[config.mk]
export PLATFORM = sky130hd
export DESIGN_NAME = pixel_frame_serializer
export DESIGN_NICKNAME = d
export VERILOG_FILES = /design/src/rtl/pixser_pkg.sv /design/src/rtl/pixser_ctrl.sv /design/src/rtl/pixser_datapath.sv /design/src/rtl/pixel_frame_serializer.sv
export SDC_FILE = /design/constraint.sdc
export NUM_CORES = 1
export LEC_CHECK = 0
export BUFFER_PORTS_ARGS = -buffer_cell sky130_fd_sc_hd__buf_2
export CAP_MARGIN = 15
export CORE_ASPECT_RATIO = 1.2
export CORE_MARGIN = 2
export CORE_UTILIZATION = 50
export CTS_CLUSTER_DIAMETER = 100
export DETAILED_ROUTE_END_ITERATION = 8
export HOLD_SLACK_MARGIN = 0.1
export PLACE_DENSITY = 0.7
export SLEW_MARGIN = 20
export SYNTH_ARGS = -nofsm -noshare
export SYNTH_HDL_FRONTEND = slang
export SYNTH_SLANG_ARGS = --single-unit
[constraint.sdc]
create_clock -name bitClk -period 5.8 [get_ports bitClk]
set_input_delay 0 -clock bitClk [delete_from_list [all_inputs] [get_ports bitClk]]
set_output_delay 0 -clock bitClk [all_outputs]
set_load 0.01 [all_outputs]
[src/rtl/pixser_pkg.sv]
package pixser_pkg;

  localparam int COLOR_W = 8;
  localparam int SYNC_W  = 3;
  localparam int RSV_W   = 2;
  localparam int PAY_W   = 3 * COLOR_W + SYNC_W;
  localparam int FRAME_W = PAY_W + RSV_W + 1;
  localparam int LANES   = 2;
  localparam int LANE_W  = FRAME_W / LANES;
  localparam int CNT_W   = $clog2(FRAME_W);

  // Positions inside the one-lane sequence (bit 0 leaves first)
  localparam int POS_BHI  = 0;
  localparam int POS_RED  = 2;
  localparam int POS_GRN  = POS_RED + COLOR_W;
  localparam int POS_BLO  = POS_GRN + COLOR_W;
  localparam int POS_VS   = POS_BLO + COLOR_W - 2;
  localparam int POS_HS   = POS_VS + 1;
  localparam int POS_DE   = POS_VS + 2;
  localparam int POS_RSV0 = POS_VS + 3;
  localparam int POS_RSV1 = POS_VS + 4;
  localparam int POS_PAR  = FRAME_W - 1;

  typedef struct packed {
    logic [COLOR_W-1:0] red;
    logic [COLOR_W-1:0] green;
    logic [COLOR_W-1:0] blue;
    logic               vsync;
    logic               hsync;
    logic               de;
  } pixel_t;

  typedef struct packed {
    logic load;         // frame boundary: capture pixel, reload shifters
    logic shift;        // advance shifters by one bit
    logic active;       // transmitting
    logic twoLane;      // mode of the frame now on the wire
    logic nextTwoLane;  // mode of the frame being loaded
    logic clkHigh;      // forwarded clock level
  } serStrobe_t;

  // Frame in one-lane order: element i is the i-th bit sent.
  function automatic logic [FRAME_W-1:0] buildFrame(input pixel_t p);
    logic [FRAME_W-1:0] f;
    f = '0;
    f[POS_BHI]     = p.blue[COLOR_W-1];
    f[POS_BHI + 1] = p.blue[COLOR_W-2];
    for (int k = 0; k < COLOR_W; k++) begin
      f[POS_RED + k] = p.red[COLOR_W-1-k];
      f[POS_GRN + k] = p.green[COLOR_W-1-k];
    end
    for (int k = 0; k < COLOR_W - 2; k++) begin
      f[POS_BLO + k] = p.blue[COLOR_W-3-k];
    end
    f[POS_VS]   = p.vsync;
    f[POS_HS]   = p.hsync;
    f[POS_DE]   = p.de;
    f[POS_RSV0] = 1'b0;
    f[POS_RSV1] = 1'b0;
    f[POS_PAR]  = ^{p.red, p.green, p.blue, p.vsync, p.hsync, p.de};
    return f;
  endfunction

  // Which one-lane frame position feeds bit j of a lane in two-lane mode.
  function automatic int laneSrc(input int lane, input int j);
    int half;
    half = COLOR_W / 2;
    if (lane == 0) begin
      if (j < COLOR_W)              return POS_RED + j;
      else if (j < COLOR_W + half)  return POS_GRN + (j - COLOR_W);
      else if (j == COLOR_W + half) return POS_VS;
      else if (j == COLOR_W + half + 1) return POS_RSV0;
      else                          return POS_PAR;
    end else begin
      if (j < 2)                    return POS_BHI + j;
      else if (j < 2 + half)        return POS_GRN + half + (j - 2);
      else if (j < 2 + half + COLOR_W - 2) return POS_BLO + (j - 2 - half);
      else if (j == LANE_W - 3)     return POS_HS;
      else if (j == LANE_W - 2)     return POS_DE;
      else                          return POS_RSV1;
    end
  endfunction

endpackage

[src/rtl/pixser_ctrl.sv]
module pixser_ctrl
  import pixser_pkg::*;
(
  input  logic       clk,
  input  logic       rstN,
  input  logic       txEn,
  input  logic       twoLaneSel,
  output serStrobe_t strobe
);

  localparam logic [CNT_W-1:0] LAST_ONE  = CNT_W'(FRAME_W - 1);
  localparam logic [CNT_W-1:0] LAST_TWO  = CNT_W'(LANE_W - 1);
  localparam logic [CNT_W-1:0] HIGH_ONE  = CNT_W'(FRAME_W / 2);
  localparam logic [CNT_W-1:0] HIGH_TWO  = CNT_W'((LANE_W + 1) / 2);

  logic             active;
  logic             twoLane;
  logic [CNT_W-1:0] bitCnt;
  logic [CNT_W-1:0] lastIdx;
  logic             boundary;

  always_comb begin
    lastIdx  = twoLane ? LAST_TWO : LAST_ONE;
    boundary = !active || (bitCnt == lastIdx);
  end

  always_ff @(posedge clk) begin
    if (!rstN) begin
      active  <= 1'b0;
      twoLane <= 1'b0;
      bitCnt  <= '0;
    end else if (boundary) begin
      active  <= txEn;
      twoLane <= twoLaneSel;
      bitCnt  <= '0;
    end else begin
      bitCnt  <= bitCnt + 1'b1;
    end
  end

  always_comb begin
    strobe.load        = boundary;
    strobe.shift       = active && !boundary;
    strobe.active      = active;
    strobe.twoLane     = twoLane;
    strobe.nextTwoLane = twoLaneSel;
    strobe.clkHigh     = active && (bitCnt < (twoLane ? HIGH_TWO : HIGH_ONE));
  end

endmodule

[src/rtl/pixser_datapath.sv]
module pixser_datapath
  import pixser_pkg::*;
(
  input  logic              clk,
  input  logic              rstN,
  input  serStrobe_t        strobe,
  input  pixel_t            pix,
  output logic [LANES-1:0]  laneData,
  output logic [LANES-1:0]  laneOe,
  output logic              clkOut,
  output logic              clkOe
);

  logic [FRAME_W-1:0] holdFrame;
  logic [FRAME_W-1:0] loadOne [LANES];
  logic [FRAME_W-1:0] loadTwo [LANES];
  logic [FRAME_W-1:0] laneReg [LANES];

  always_ff @(posedge clk) begin
    if (!rstN)            holdFrame <= '0;
    else if (strobe.load) holdFrame <= buildFrame(pix);
  end

  for (genvar l = 0; l < LANES; l++) begin : g_lane
    // one-lane layout: lane 0 carries the whole frame, others idle
    for (genvar j = 0; j < FRAME_W; j++) begin : g_one
      if (l == 0) begin : g_carry
        assign loadOne[l][FRAME_W-1-j] = holdFrame[j];
      end else begin : g_idle
        assign loadOne[l][FRAME_W-1-j] = 1'b0;
      end
    end

    // two-lane layout: first LANE_W slots hold the mapped bits
    for (genvar j = 0; j < FRAME_W; j++) begin : g_two
      if (j < LANE_W) begin : g_map
        assign loadTwo[l][FRAME_W-1-j] = holdFrame[laneSrc(l, j)];
      end else begin : g_pad
        assign loadTwo[l][FRAME_W-1-j] = 1'b0;
      end
    end

    always_ff @(posedge clk) begin
      if (!rstN)             laneReg[l] <= '0;
      else if (strobe.load)  laneReg[l] <= strobe.nextTwoLane ? loadTwo[l] : loadOne[l];
      else if (strobe.shift) laneReg[l] <= {laneReg[l][FRAME_W-2:0], 1'b0};
    end

    if (l == 0) begin : g_oe0
      assign laneOe[l] = strobe.active;
    end else begin : g_oeN
      assign laneOe[l] = strobe.active && strobe.twoLane;
    end

    assign laneData[l] = laneReg[l][FRAME_W-1] && laneOe[l];
  end

  assign clkOut = strobe.clkHigh;
  assign clkOe  = strobe.active;

endmodule

[src/rtl/pixel_frame_serializer.sv]
module pixel_frame_serializer
  import pixser_pkg::*;
(
  input  logic               bitClk,
  input  logic               rstN,
  input  logic               txEn,
  input  logic               twoLaneSel,
  input  logic [COLOR_W-1:0] pixRed,
  input  logic [COLOR_W-1:0] pixGreen,
  input  logic [COLOR_W-1:0] pixBlue,
  input  logic               pixVsync,
  input  logic               pixHsync,
  input  logic               pixDe,
  output logic               lane0Data,
  output logic               lane0Oe,
  output logic               lane1Data,
  output logic               lane1Oe,
  output logic               clkOut,
  output logic               clkOe
);

  serStrobe_t       strobe;
  pixel_t           pix;
  logic [LANES-1:0] laneData;
  logic [LANES-1:0] laneOe;

  assign pix = '{red: pixRed, green: pixGreen, blue: pixBlue,
                 vsync: pixVsync, hsync: pixHsync, de: pixDe};

  pixser_ctrl u_ctrl (
    .clk        (bitClk),
    .rstN       (rstN),
    .txEn       (txEn),
    .twoLaneSel (twoLaneSel),
    .strobe     (strobe)
  );

  pixser_datapath u_dp (
    .clk      (bitClk),
    .rstN     (rstN),
    .strobe   (strobe),
    .pix      (pix),
    .laneData (laneData),
    .laneOe   (laneOe),
    .clkOut   (clkOut),
    .clkOe    (clkOe)
  );

  assign lane0Data = laneData[0];
  assign lane1Data = laneData[1];
  assign lane0Oe   = laneOe[0];
  assign lane1Oe   = laneOe[1];

endmodule

Yosys cells after proc, flatten, opt, wreduce, memory -nomap -nowiden
Memory sizes are Yosys's and may differ from the RTL's.
Cells that the tools add are included.
Word-level totals
  flip-flop bits (word level): 35
  RAM bits: 60
  input port bits: 31
  output and inout port bits: 6
  logic and storage cells: 39
  memories: 1
Memories
  u_dp.laneReg: words 2, width 30, rd ports 2, clocked after memory_dff 0, wr ports 2, RTL line pixser_datapath.sv:17  | logic [FRAME_W-1:0] laneReg [LANES];
Operators by class
  $add $sub $neg: 1
  $lt $le $gt $ge: 1
  eq/ne operators: 1
  mux-type cells: 16
  bitwise operators: 5
  reduce and logical (&&, ||, !) cells: 10
Operators with widths (number)
  2-to-1 mux 30 bit: 6
  XOR reduction 27 bit: 1
  2-to-1 mux 1 bit: 8
  adder 5 x 1 -> 5 bit (second input constant): 1
  == test 5 bit: 1
  logical AND 1 bit: 5
  less-than comparator 5 bit: 1
  2-to-1 mux 5 bit: 1
  bitwise OR 1 bit: 4
  2-to-1 mux 3 bit: 1
  zero test 1 bit: 2
  OR reduction 2 bit: 1
  logical OR 1 bit: 1
  inverter 1 bit: 1

Logic depth before layout (Yosys ltp)
  depth in word-level cells: 10
  gate-level depth with buffers: 8
  depth with buffers taken out: 7

By module
Synthesis repeated with hierarchy kept, for this count alone.
Second synthesis, totals
  cells, all modules: 299
  area, all modules: 3642.2 µm²
Modules (own cells, without submodules)
  pixser_datapath: times used 1, cells each 254, area each 3239.4 µm², sequential area each 1881.8 µm²
  pixser_ctrl: times used 1, cells each 45, area each 402.9 µm², sequential area each 140.1 µm²

Least setup slack after synthesis
No wires, ideal clock.
  path type: reg-to-reg
  start point: register u_ctrl.twoLane
  end point: memory u_dp.laneReg[0][10] (netlist bit) (data pin)
  setup time: 256 ps
  arrival: 1610 ps
  data required time: 5544 ps
  path slack: 3934 ps
  cell stages (with the launch flop): 7
  buffers on the path: 1
  clock period less this slack: 1866 ps
  path through: dfxtp_1 > ha_1 > nand4b_1 > o21ai_4 > nor2_2 > buf_2 > a22o_1
RTL lines
  start: declaration: RTL line pixser_ctrl.sv:17  | logic twoLane;
  start signal: assignment: RTL line pixser_ctrl.sv:34  | twoLane <= twoLaneSel;
  end: declaration: RTL line pixser_datapath.sv:17

==> impl_metrics.csv <==
group,metric,value,unit
outcome,status,"finished clean",
synthesis,ys_warn_count,0,
clock_network,clockRootBuffer,"clkbuf_8",
synthesis,synth_top_cell_by_area,"edfxtp_1",
synthesis,ys_seq_area_frac,0.597,
synthesis,avgSynthCellArea,13.3,um^2
power_and_ir_drop,power,1.27,mW
power_and_ir_drop,peakVddDrop,159,uV
global_route,use_met1,0.237,
global_route,busiest_layer,"met2",
sta,hold_viol,0,
global_route,grt.overflow.total,0,
synthesis,synth_cells,255,
clock_network,cts-buffers-inserted,9,
worst_setup_path,cpMaxStageDelayCell,"nor2_4",
synthesis,synth_top_cells_by_area,"edfxtp_1 39%, dfxtp_1 21%, a22o_1 14%, xnor2_1 5.2%, mux2i_1 4.1%",
floorplan,coreArea,0.00649,mm^2
clock_network,clock_latency,340,ps
power_and_ir_drop,p_per_area,297,mW/mm^2
detailed_routing,wl_per_cell,14.7,um
sta,slew_violations,0,
power_and_ir_drop,power.leakage,1.80,nW
sta,finalSetupTns,0,ps
placement,place.gp.congestion,0.758,
global_route,grt_use_met2,0.340,
sta,fin_crit_sh,0.439,
clock_network,cts_hold_buf,30,
final_layout,drive_gt1_frac,0.162,
final_layout,syn_to_final_growth,25.9,%
detailed_routing,via_count,2268,
worst_setup_path,required,5990,ps
floorplan,start_util,0.522,
clock_network,postCtsSetupBuffers,0,
floorplan,die-area,0.00745,mm^2
worst_setup_path,cp_cell_sequence,"inv_1, ha_1, nand4b_1, o21ai_4, nor2_4, buf_4, and2_1",
synthesis,synth_top_area_share,0.390,
clock_network,cts_max_path_buffers,2,
synthesis,synth-seq-cells,79,
global_route,grt_start_max_net_pins,41,
synthesis,yosysUniqueCellTypes,30,
clock_network,cts_resized,0,
global_route,grt_pass1_wl,11.0,mm
global_route,grtUsageTotal,0.197,
detailed_routing,routed_wl,6.62,mm
worst_setup_path,slowest_delay,600,ps
worst_setup_path,start_kind,"flip-flop",
detailed_routing,ant_nets,0,
flow_run,maxCapViolCount,0,
detailed_routing,firstDrtPassIters,4,
sta,worst_slew_pin_slew,761,ps
worst_setup_path,worstSetupPathType,"reg -> reg",
sta,relSlewSlack,0.491,
worst_setup_path,endpoint_kind,"flip-flop",
sta,rsz0062_at_grt,"false",
synthesis,synthesis.area,0.00339,mm^2
global_route,use_met3,0.0308,
final_layout,layout.nets,394,
global_route,grt_pass1_vias,2303,
detailed_routing,route.detailed.drc,0,
sta,fmax,0.393,GHz
clock_network,tritoncts,"done",
placement,numPortBuffers,36,
floorplan,floorplan.rows,32,
final_layout,diodes,0,
clock_network,clock_sinks,79,
floorplan,die_h,94.2,um
sta,fin_worst_skew,9.20,ps
floorplan,ios,37,
sta,setup_viol_count_final,0,
clock_network,path_clk_slew,80,ps
worst_setup_path,cp_max_fo,40,
detailed_routing,vias_per_cell,5.05,
detailed_routing,drt_iter0_drc,142,
sta,min_period,2550,ps
floorplan,die_w,79.1,um
worst_setup_path,cp.arrival,2740,ps
placement,pre_cts_ws,3240,ps
global_route,antenna_found_initial,0,
placement,dp_hpwl,4.18,mm
sta,worst_slack,3250,ps
hold_path,worstHoldPathType,"in -> reg",
clock_network,htreeDepth,3,
## state kept, by name, indices dropped and copies added (netlist names)
signal / cells
u_ctrl.active: 1
u_ctrl.twoLane: 1
u_dp.laneReg: 44
u_dp.holdFrame: 28
u_ctrl.bitCnt: 5
## logic make-up after synthesis
logic type	after synthesis	share of synthesized area
other	1	0.00111
xor gates and xnor gates	28	0.0850
adders and majority gates	4	0.0148
muxes	14	0.0414
AOI/OAI and AO/OA	73	0.173
DFF	79	0.597
buffers and inverters	20	0.0321
and+or+nand+nor	36	0.0554
## path summary, 6_finish.rpt
path | to | start | cells after the start | slack [ps]
max | u_dp.laneReg[0][1] | u_ctrl.twoLane | 7 | 3250
max reg2reg | u_dp.laneReg[0][1] | u_ctrl.twoLane | 7 | 3250
min | u_dp.laneReg[0][24] | twoLaneSel | 3 | 320
min reg2reg | u_ctrl.bitCnt[0] | u_ctrl.bitCnt[0] | 1 | 490
## Yosys cell counts
library cell / instances
and2_1: 8
nand2_2: 1
buf_4: 6
inv_1: 3
dfxtp_1: 35
a21o_1: 2
buf_2: 9
a22o_1: 54
buf_1: 1
o21ai_0: 5
xnor2_1: 20
edfxtp_1: 44
nand2_1: 14
o21ai_1: 10
o21a_1: 1
xor2_1: 4
conb_1: 1
xnor2_2: 2
mux2i_1: 14
xnor3_1: 2
nor2b_1: 1
o21ai_4: 1
ha_1: 4
nand4b_1: 1
nand3_1: 2
clkbuf_1: 1
and3_1: 2
nor3_1: 4
and3b_1: 1
nor2_2: 2
## critical path: cells and delay by family (launching register included)
kind,cells,cell delay [ps]
AO/OA/AOI/OAI,1,120
adder cells (fa/ha/maj),1,270
flip-flops,1,440
buffers and inverters,2,570
AND/OR/NAND/NOR,3,980
## stage by stage
stage               hold slack (ps)  instance area (um^2)  instances   util
global placement                202                  3750        403  0.578
floorplan                       110                  3550        298      -
global route                    332                  4260        449  0.657
CTS                             305                  4260        449  0.657
finish                          318                  4260        449  0.657
detailed placement              204                  3750        403  0.578
## layout by cell type (no fill, tap or decap), types with 7 or more instances in the layout
master,instances
xnor2_1,20
dlygate4sd3_1,30
mux2i_1,14
and2_1,7
edfxtp_1,44
a22o_1,54
conb_1,44
buf_2,36
dfxtp_1,35
nand2_1,14
clkbuf_8,9
o21ai_1,10
## routing by layer
| layer | part of all wire | vias to the layer above |
|---|---|---|
| met2 | 0.50 | 45 |
| met5 | 0 | - |
| met3 | 0.028 | 16 |
| li1 | - | 1121 |
| met1 | 0.45 | 1086 |
| met4 | 0.026 | 0 |
## power by group
part	switching [mW]	total [mW]	internal, mW
combinational	0.0788	0.174	0.0947
clock	0.196	0.437	0.241
sequential	0.0236	0.657	0.633
total	0.298	1.27	0.969
## area by class of cell
class,instances,area [um^2]
fill,541,2220
sequential,79,2020
multi-input combinational,199,1420
timing repair buffer,67,488
clock buffer,10,128
tap,85,106
clock inverter,6,83.8
inverter,3,11.3
Note: power is estimated with default switching activity, not from simulation.
